**src/rtl/vmem_pkg.sv**
```systemverilog
package vmem_pkg;

    localparam int unsigned DATA_W   = 16;
    localparam int unsigned ADDR_W   = 20;
    localparam int unsigned WIN_AW   = 16;
    localparam int unsigned BANKS    = 2;
    localparam int unsigned BANK_W   = 2;
    localparam int unsigned RF_AW    = 4;
    localparam int unsigned PAL_AW   = 4;

    localparam logic [1:0] SIZE_HALF = 2'd1;

    typedef enum logic [2:0] {
        ACC_NONE,
        ACC_MEM,
        ACC_REG,
        ACC_PAL,
        ACC_ERR
    } acc_kind_e;

    function automatic logic shape_ok(input logic [1:0] size, input logic lsb);
        return (size == SIZE_HALF) && !lsb;
    endfunction

endpackage

```
**src/rtl/vmem_decode.sv**
```systemverilog
module vmem_decode
    import vmem_pkg::*;
#(
    parameter int unsigned ADDR_W_P = ADDR_W,
    parameter int unsigned WIN_AW_P = WIN_AW,
    parameter int unsigned BANKS_P  = BANKS,
    parameter int unsigned BANK_W_P = BANK_W,
    parameter int unsigned RF_AW_P  = RF_AW,
    parameter int unsigned PAL_WORD = 32'h40000
) (
    input  logic                              rd,
    input  logic                              wr,
    input  logic [1:0]                        size,
    input  logic [ADDR_W_P-1:0]               addr,
    input  logic [BANK_W_P-1:0]               bank,
    input  logic [WIN_AW_P-1:0]               base,
    output acc_kind_e                         kind,
    output logic [WIN_AW_P+$clog2(BANKS_P)-1:0] mem_addr,
    output logic [RF_AW_P-1:0]                rf_idx
);
    localparam int unsigned OFF_W = ADDR_W_P - 1;
    localparam int unsigned SEL_W = $clog2(BANKS_P);
    localparam logic [BANK_W_P-1:0] BANK_LIM = BANK_W_P'(BANKS_P);
    localparam logic [WIN_AW_P-1:0] RF_SPAN  = WIN_AW_P'(1 << RF_AW_P);

    logic [OFF_W-1:0]    off;
    logic [WIN_AW_P-1:0] woff;
    logic [WIN_AW_P-1:0] rel;
    logic                in_win, is_pal, in_reg;

    assign off    = addr[ADDR_W_P-1:1];
    assign woff   = off[WIN_AW_P-1:0];
    assign in_win = (off[OFF_W-1:WIN_AW_P] == '0);
    assign is_pal = (off == OFF_W'(PAL_WORD));
    assign rel    = woff - base;
    assign in_reg = (woff >= base) && (rel < RF_SPAN);

    assign mem_addr = {bank[SEL_W-1:0], woff};
    assign rf_idx   = rel[RF_AW_P-1:0];

    always_comb begin
        if (!rd && !wr)                         kind = ACC_NONE;
        else if (rd && wr)                      kind = ACC_ERR;
        else if (!shape_ok(size, addr[0]))      kind = ACC_ERR;
        else if (bank >= BANK_LIM)              kind = ACC_ERR;
        else if (is_pal)                        kind = wr ? ACC_PAL : ACC_ERR;
        else if (!in_win)                       kind = ACC_ERR;
        else if (in_reg)                        kind = ACC_REG;
        else                                    kind = ACC_MEM;
    end

    always_comb begin
        if (kind == ACC_PAL) assert (wr && !rd) else $error("p_pal_write_only_r8");
        if (kind == ACC_REG) assert (woff >= base) else $error("p_reg_above_base_r5");
    end
endmodule

```
**src/rtl/vmem_pal_ptr.sv**
```systemverilog
module vmem_pal_ptr
    import vmem_pkg::*;
#(
    parameter int unsigned IDX_W = PAL_AW
) (
    input  logic             clk,
    input  logic             rst,
    input  logic             step,
    output logic [IDX_W-1:0] idx
);
    always_ff @(posedge clk) begin
        if (rst)       idx <= '0;
        else if (step) idx <= idx + 1'b1;
    end

    p_pal_step_r7: assert property (@(posedge clk) disable iff (rst)
        step |=> idx == IDX_W'($past(idx) + 1'b1));

    p_pal_hold_r8: assert property (@(posedge clk) disable iff (rst)
        !step |=> $stable(idx));
endmodule

```
**src/rtl/vmem_host_port.sv**
```systemverilog
module vmem_host_port
    import vmem_pkg::*;
#(
    parameter int unsigned DATA_W_P = DATA_W,
    parameter int unsigned ADDR_W_P = ADDR_W,
    parameter int unsigned WIN_AW_P = WIN_AW,
    parameter int unsigned BANKS_P  = BANKS,
    parameter int unsigned BANK_W_P = BANK_W,
    parameter int unsigned RF_AW_P  = RF_AW,
    parameter int unsigned PAL_AW_P = PAL_AW,
    parameter int unsigned PAL_WORD = 32'h40000,
    parameter int unsigned BASE_RST = 32'h200,
    localparam int unsigned MEM_AW  = WIN_AW_P + $clog2(BANKS_P)
) (
    input  logic                clk,
    input  logic                rst,
    input  logic                hst_rd,
    input  logic                hst_wr,
    input  logic [1:0]          hst_size,
    input  logic [ADDR_W_P-1:0] hst_addr,
    input  logic [DATA_W_P-1:0] hst_wdata,
    input  logic [BANK_W_P-1:0] hst_bank,
    input  logic                base_ld,
    input  logic [WIN_AW_P-1:0] base_word,
    output logic [DATA_W_P-1:0] hst_rdata,
    output logic                hst_rvalid,
    output logic                hst_err,
    output logic                mem_en,
    output logic                mem_we,
    output logic [MEM_AW-1:0]   mem_addr,
    output logic [DATA_W_P-1:0] mem_wdata,
    input  logic [DATA_W_P-1:0] mem_rdata,
    output logic                rf_en,
    output logic                rf_we,
    output logic [RF_AW_P-1:0]  rf_idx,
    output logic [DATA_W_P-1:0] rf_wdata,
    input  logic [DATA_W_P-1:0] rf_rdata,
    output logic                pal_we,
    output logic [PAL_AW_P-1:0] pal_idx,
    output logic [DATA_W_P-1:0] pal_data
);
    localparam logic [WIN_AW_P-1:0] BASE_DEF = WIN_AW_P'(BASE_RST);

    logic [WIN_AW_P-1:0] base_q;
    acc_kind_e           dec_kind, kind_q;
    logic [MEM_AW-1:0]   dec_maddr, maddr_q;
    logic [RF_AW_P-1:0]  dec_ridx, ridx_q;
    logic [DATA_W_P-1:0] wdata_q;
    logic                wr_q;
    logic                ret_q, ret_rf_q;

    always_ff @(posedge clk) begin
        if (rst)          base_q <= BASE_DEF;
        else if (base_ld) base_q <= base_word;
    end

    vmem_decode #(
        .ADDR_W_P(ADDR_W_P), .WIN_AW_P(WIN_AW_P), .BANKS_P(BANKS_P),
        .BANK_W_P(BANK_W_P), .RF_AW_P(RF_AW_P), .PAL_WORD(PAL_WORD)
    ) u_dec (
        .rd(hst_rd), .wr(hst_wr), .size(hst_size), .addr(hst_addr),
        .bank(hst_bank), .base(base_q),
        .kind(dec_kind), .mem_addr(dec_maddr), .rf_idx(dec_ridx)
    );

    always_ff @(posedge clk) begin
        if (rst) begin
            kind_q  <= ACC_NONE;
            maddr_q <= '0;
            ridx_q  <= '0;
            wdata_q <= '0;
            wr_q    <= 1'b0;
        end else begin
            kind_q  <= dec_kind;
            maddr_q <= dec_maddr;
            ridx_q  <= dec_ridx;
            wdata_q <= hst_wdata;
            wr_q    <= hst_wr;
        end
    end

    assign mem_en    = (kind_q == ACC_MEM);
    assign mem_we    = mem_en && wr_q;
    assign mem_addr  = maddr_q;
    assign mem_wdata = wdata_q;
    assign rf_en     = (kind_q == ACC_REG);
    assign rf_we     = rf_en && wr_q;
    assign rf_idx    = ridx_q;
    assign rf_wdata  = wdata_q;
    assign pal_we    = (kind_q == ACC_PAL);
    assign pal_data  = wdata_q;
    assign hst_err   = (kind_q == ACC_ERR);

    vmem_pal_ptr #(.IDX_W(PAL_AW_P)) u_pal (
        .clk(clk), .rst(rst), .step(pal_we), .idx(pal_idx)
    );

    always_ff @(posedge clk) begin
        if (rst) begin
            ret_q    <= 1'b0;
            ret_rf_q <= 1'b0;
        end else begin
            ret_q    <= (mem_en || rf_en) && !wr_q;
            ret_rf_q <= rf_en;
        end
    end

    assign hst_rvalid = ret_q;
    assign hst_rdata  = ret_rf_q ? rf_rdata : mem_rdata;

    p_one_target_r11: assert property (@(posedge clk) disable iff (rst)
        $onehot0({mem_en, rf_en, pal_we, hst_err}));

    p_err_has_cause_r1: assert property (@(posedge clk) disable iff (rst)
        hst_err |-> $past(hst_rd || hst_wr));

    p_read_returns_r9: assert property (@(posedge clk) disable iff (rst)
        ((mem_en && !mem_we) || (rf_en && !rf_we)) |=> hst_rvalid);

    p_both_strobes_r10: assert property (@(posedge clk) disable iff (rst)
        (hst_rd && hst_wr) |=> hst_err);

    p_base_default_r6: assert property (@(posedge clk)
        rst |=> base_q == BASE_DEF);
endmodule

```
**config.mk**
```make
export PLATFORM = sky130hd
export DESIGN_NAME = vmem_host_port
export DESIGN_NICKNAME = d
export VERILOG_FILES = /design/src/rtl/vmem_pkg.sv /design/src/rtl/vmem_decode.sv /design/src/rtl/vmem_pal_ptr.sv /design/src/rtl/vmem_host_port.sv
export SDC_FILE = /design/constraint.sdc
export NUM_CORES = 1
export LEC_CHECK = 0
export BUFFER_PORTS_ARGS = -buffer_cell sky130_fd_sc_hd__buf_2
export CAP_MARGIN = 20
export CORE_MARGIN = 1
export CORE_UTILIZATION = 28
export DETAILED_ROUTE_END_ITERATION = 6
export GPL_TIMING_DRIVEN = 0
export SLEW_MARGIN = 20
export SYNTH_ARGS = -nofsm -noshare
export SYNTH_HDL_FRONTEND = slang
export SYNTH_HIERARCHICAL = 1
export SYNTH_SLANG_ARGS = --single-unit
```
**constraint.sdc**
```tcl
create_clock -name clk -period 3.8 [get_ports clk]
set_input_delay 0.57 -clock clk [delete_from_list [all_inputs] [get_ports clk]]
set_output_delay 0.57 -clock clk [all_outputs]
set_load 0.1 [all_outputs]
```
==> key figures <==
Run status
  • Outcome: complete, no violations

Hold path
  • WHS Path Cells: 1
  • Hold Crit Class: reg2reg
  • WHS Endpoint: hst_rvalid$_SDFF_PP0_
  • Hold_sp: wr_q$_SDFF_PP0_

Detailed routing
  • Post-Route WL: 10000 um
  • Vias per cell: 4.31
  • Per-cell routed wire length: 13.3 um
  • Pre-antenna DRT Iters: 4
  • Drt drc: 0
  • Antenna Nets Post-Route: 0
  • Iter 0 DRT Violations: 115
  • Vias: 3252

Critical path
  • Critical path endpoint category: flop
  • CP max FO: 6
  • Critical path class: in2reg
  • R2R depth: 12
  • Critical Path RT: 4.06 ns
  • Worst r2r dst: kind_q[1]$_SDFF_PP0_
  • FF-to-FF setup slack: 0.94 ns
  • Crit path launch type: primary input
  • CP Data Arrival Time: 3.25 ns
  • RR Startpoint: base_q[0]$_SDFFE_PP0P_

Floorplan
  • Initial Util: 28.6%
  • Die H: 116 um
  • Core Footprint: 12600 um2
  • # IOs: 189
  • Die area: 13400 um2
  • Die width: 116 um
  • Row cnt: 41

Finish
  • Commonest non-fill, non-tap cell in the layout: buf_2
  • # diodes: 0
  • Layout cells sized above 1: 50.0%
  • P&R area growth vs syn: 40.2%
  • Nets: 688
  • Most frequent cells in the layout: buf_2 (191), dfxtp_1 (63), buf_4 (50)
  • Fin util: 40.2%
  • Fill count: 1332

Pwr
  • Clock share of power: 36.2%
  • VDD IR max: 0.189 mV
  • Net Sw Frac: 37.7%
  • Leakage power: 2.54 nW
  • Pwr/cell area: 452 nW/um2
  • Net Switching: 0.000864 W
  • Internal power: 0.00143 W
  • Comb pwr share: 32.6%
  • Register share of total power: 31.2%

Synth
  • Mean area per synthesized cell: 9.51 um2
  • Synth Net Count: 491
  • Synthesis Warnings: 6
  • Cell variety after synth: 61
  • Synth Flop Type: dfxtp_1
  • Post-synthesis sequential area ratio: 34.9%
  • Post-Syn Instances: 380
  • Mapped Area: 3610 um2
  • Post-synth EDFFs: 0
  • FF+latch count, synth: 63
  • Synth async-reset ratio: 0%

Global route
  • Congestion Overflow GR: 0
  • First-pass GRT wire length: 14500 um
  • Grt peak-use layer: met2
  • Gr usage total: 14.2%
  • Met1 Use GR: 15.7%
  • Met2 Use GR: 26.3%
  • Initial antenna violation count: 0
  • Met3 Use GR: 4.55%
  • Vias in the first global route: 2981
  • Largest net degree at the start of global routing: 13

Clocking
  • Post-CTS setup buffer count: 0
  • Clock transition at path regs: 0.06 ns
  • CTS buffer count: 9
  • CTS tree: built
  • Worst skew pair latency: 0.32 ns
  • Post-CTS sizing: 0
  • Clock root cell: clkbuf_16
  • Post-cts hold buffer count: 0
  • CTS Sinks: 63
  • Clock Tree Buf Depth: 2
  • CTS H-tree depth: 3

STA
  • Minimum clock period: 2.99 ns
  • Worst hold margin: 0.445 ns
  • Setup TNS: 0 ns
  • Final number of setup-violating endpoints: 0
  • Post-route clock skew: 0.00688 ns
  • Final-report hold violation count: 0
  • Crit share post-route: 78.8%
  • Tightest Pin Transition: 0.780 ns
  • Rel. slew slack: 46.7%
  • RSZ-0062 raised after global routing: false
  • Max Slew Vio Count: 0
  • Fmax: 334 MHz
  • Min setup slack post-route: 0.807 ns

Place
  • # port buffers: 186
  • Gpl congestion: 0.829
  • Pre-CTS setup slack: 0.479 ns
  • Hpwl dp: 8270 um

Run
  • Max-cap violations: 0
## critical path, cell delays in order
cell and delay (ns):
buf_2 0.13, inv_1 0.05, ha_1 0.24, fa_1 0.40, nand2b_1 0.20, a21oi_4 0.21
a2111oi_1 0.13, nor4_2 0.27, o221ai_1 0.17, nor4_2 0.23, nand4_1 0.20, a21o_1 0.21
a21oi_2 0.10, nor2b_1 0.12
## cell type report
type	count	area (um2)	share of cell area, %
multi-input cells	232	1800	35.5
well taps	172	215	4.25
inverters	25	93.8	1.85
clock buffers	10	239	4.71
flip-flops and latches	63	1260	24.9
plain buffers	60	462	9.11
repair buffers	186	931	18.4
clock inverters	6	68.8	1.36
## sequential cells by signal, summed over array words and instances (netlist names)
name / count
u_pal/idx: 4
mem_wdata: 16
wr_q: 1
base_q: 16
mem_addr: 17
kind_q: 3
rf_idx: 4
ret_rf_q: 1
hst_rvalid: 1
## cells by family after synthesis
kind of cell	count (synthesis)	synth area share (%)
DFF	63	34.9
AOI/OAI and AO/OA	46	9.35
xor gates and xnor gates	9	2.18
and+or+nand+nor	124	20.4
buffers and inverters	85	15.4
muxes	35	11.4
adders and majority gates	18	6.44
## metrics by stage
| stage | total power [W] | instances | area, um2 |
|---|---|---|---|
| detailed placement | 0.00148 | 738 | 4760 |
| floorplan | 0.00133 | 380 | 3610 |
| finish | 0.00229 | 754 | 5070 |
| CTS | 0.00232 | 754 | 5070 |
| global placement | 0.00147 | 738 | 4760 |
| global route | 0.00239 | 754 | 5070 |
## power by group through the flow
stage / combinational, W / sequential [W] / clock (W)
2_1_floorplan: 0.000431 / 0.000894 / 0
3_3_place_gp: 0.000741 / 0.000727 / 0
4_1_cts: 0.000748 / 0.000714 / 0.000856
3_5_place_dp: 0.000747 / 0.000729 / 0
6_report: 0.000747 / 0.000714 / 0.000829
5_1_grt: 0.000789 / 0.000718 / 0.000886
## layer usage
metal | share of wire, % | wire (um) | up-vias
met3 | 7.5 | 745 | 9
met4 | 1.0 | 104 | 0
met5 | 0 | 0 | -
met1 | 41 | 4120 | 1483
met2 | 50 | 5030 | 122
li1 | - | - | 1638
## synth_stat cells, types with 3 or more instances
cell	instances	area share, %
inv_1	25	2.6
nand2_1	11	1.1
buf_2	5	0.69
a21oi_1	9	1.2
xnor2_1	8	1.9
nor3b_1	3	0.62
and2_1	5	0.87
nor4_2	3	1.0
a311oi_1	3	0.73
nand4_1	4	0.69
nor2_1	28	2.9
buf_4	50	10
mux2i_1	18	5.0
nand2b_1	3	0.52
mux2_4	11	4.6
mux2_2	6	1.9
ha_1	17	5.9
dfxtp_1	63	35
o211ai_1	3	0.62
nor2b_1	45	7.8
nor4_1	4	0.69
o21ai_0	8	1.1
## worst max path at each step
| stage | startpoint | endpoint | slack (ns) |
|---|---|---|---|
| finish | hst_addr[1] | kind_q[1]$_SDFF_PP0_ | 0.81 |
| global route | hst_addr[1] | kind_q[0]$_SDFF_PP0_ | 0.59 |
| CTS | hst_addr[1] | kind_q[1]$_SDFF_PP0_ | 0.80 |
| detailed placement | hst_addr[1] | kind_q[1]$_SDFF_PP0_ | 0.48 |
| global placement | hst_addr[1] | kind_q[1]$_SDFF_PP0_ | 0.47 |
| floorplan | kind_q[2]$_SDFF_PP0_ | hst_err | 0.60 |
No activity file was read; power rests on OpenSTA's default activity.
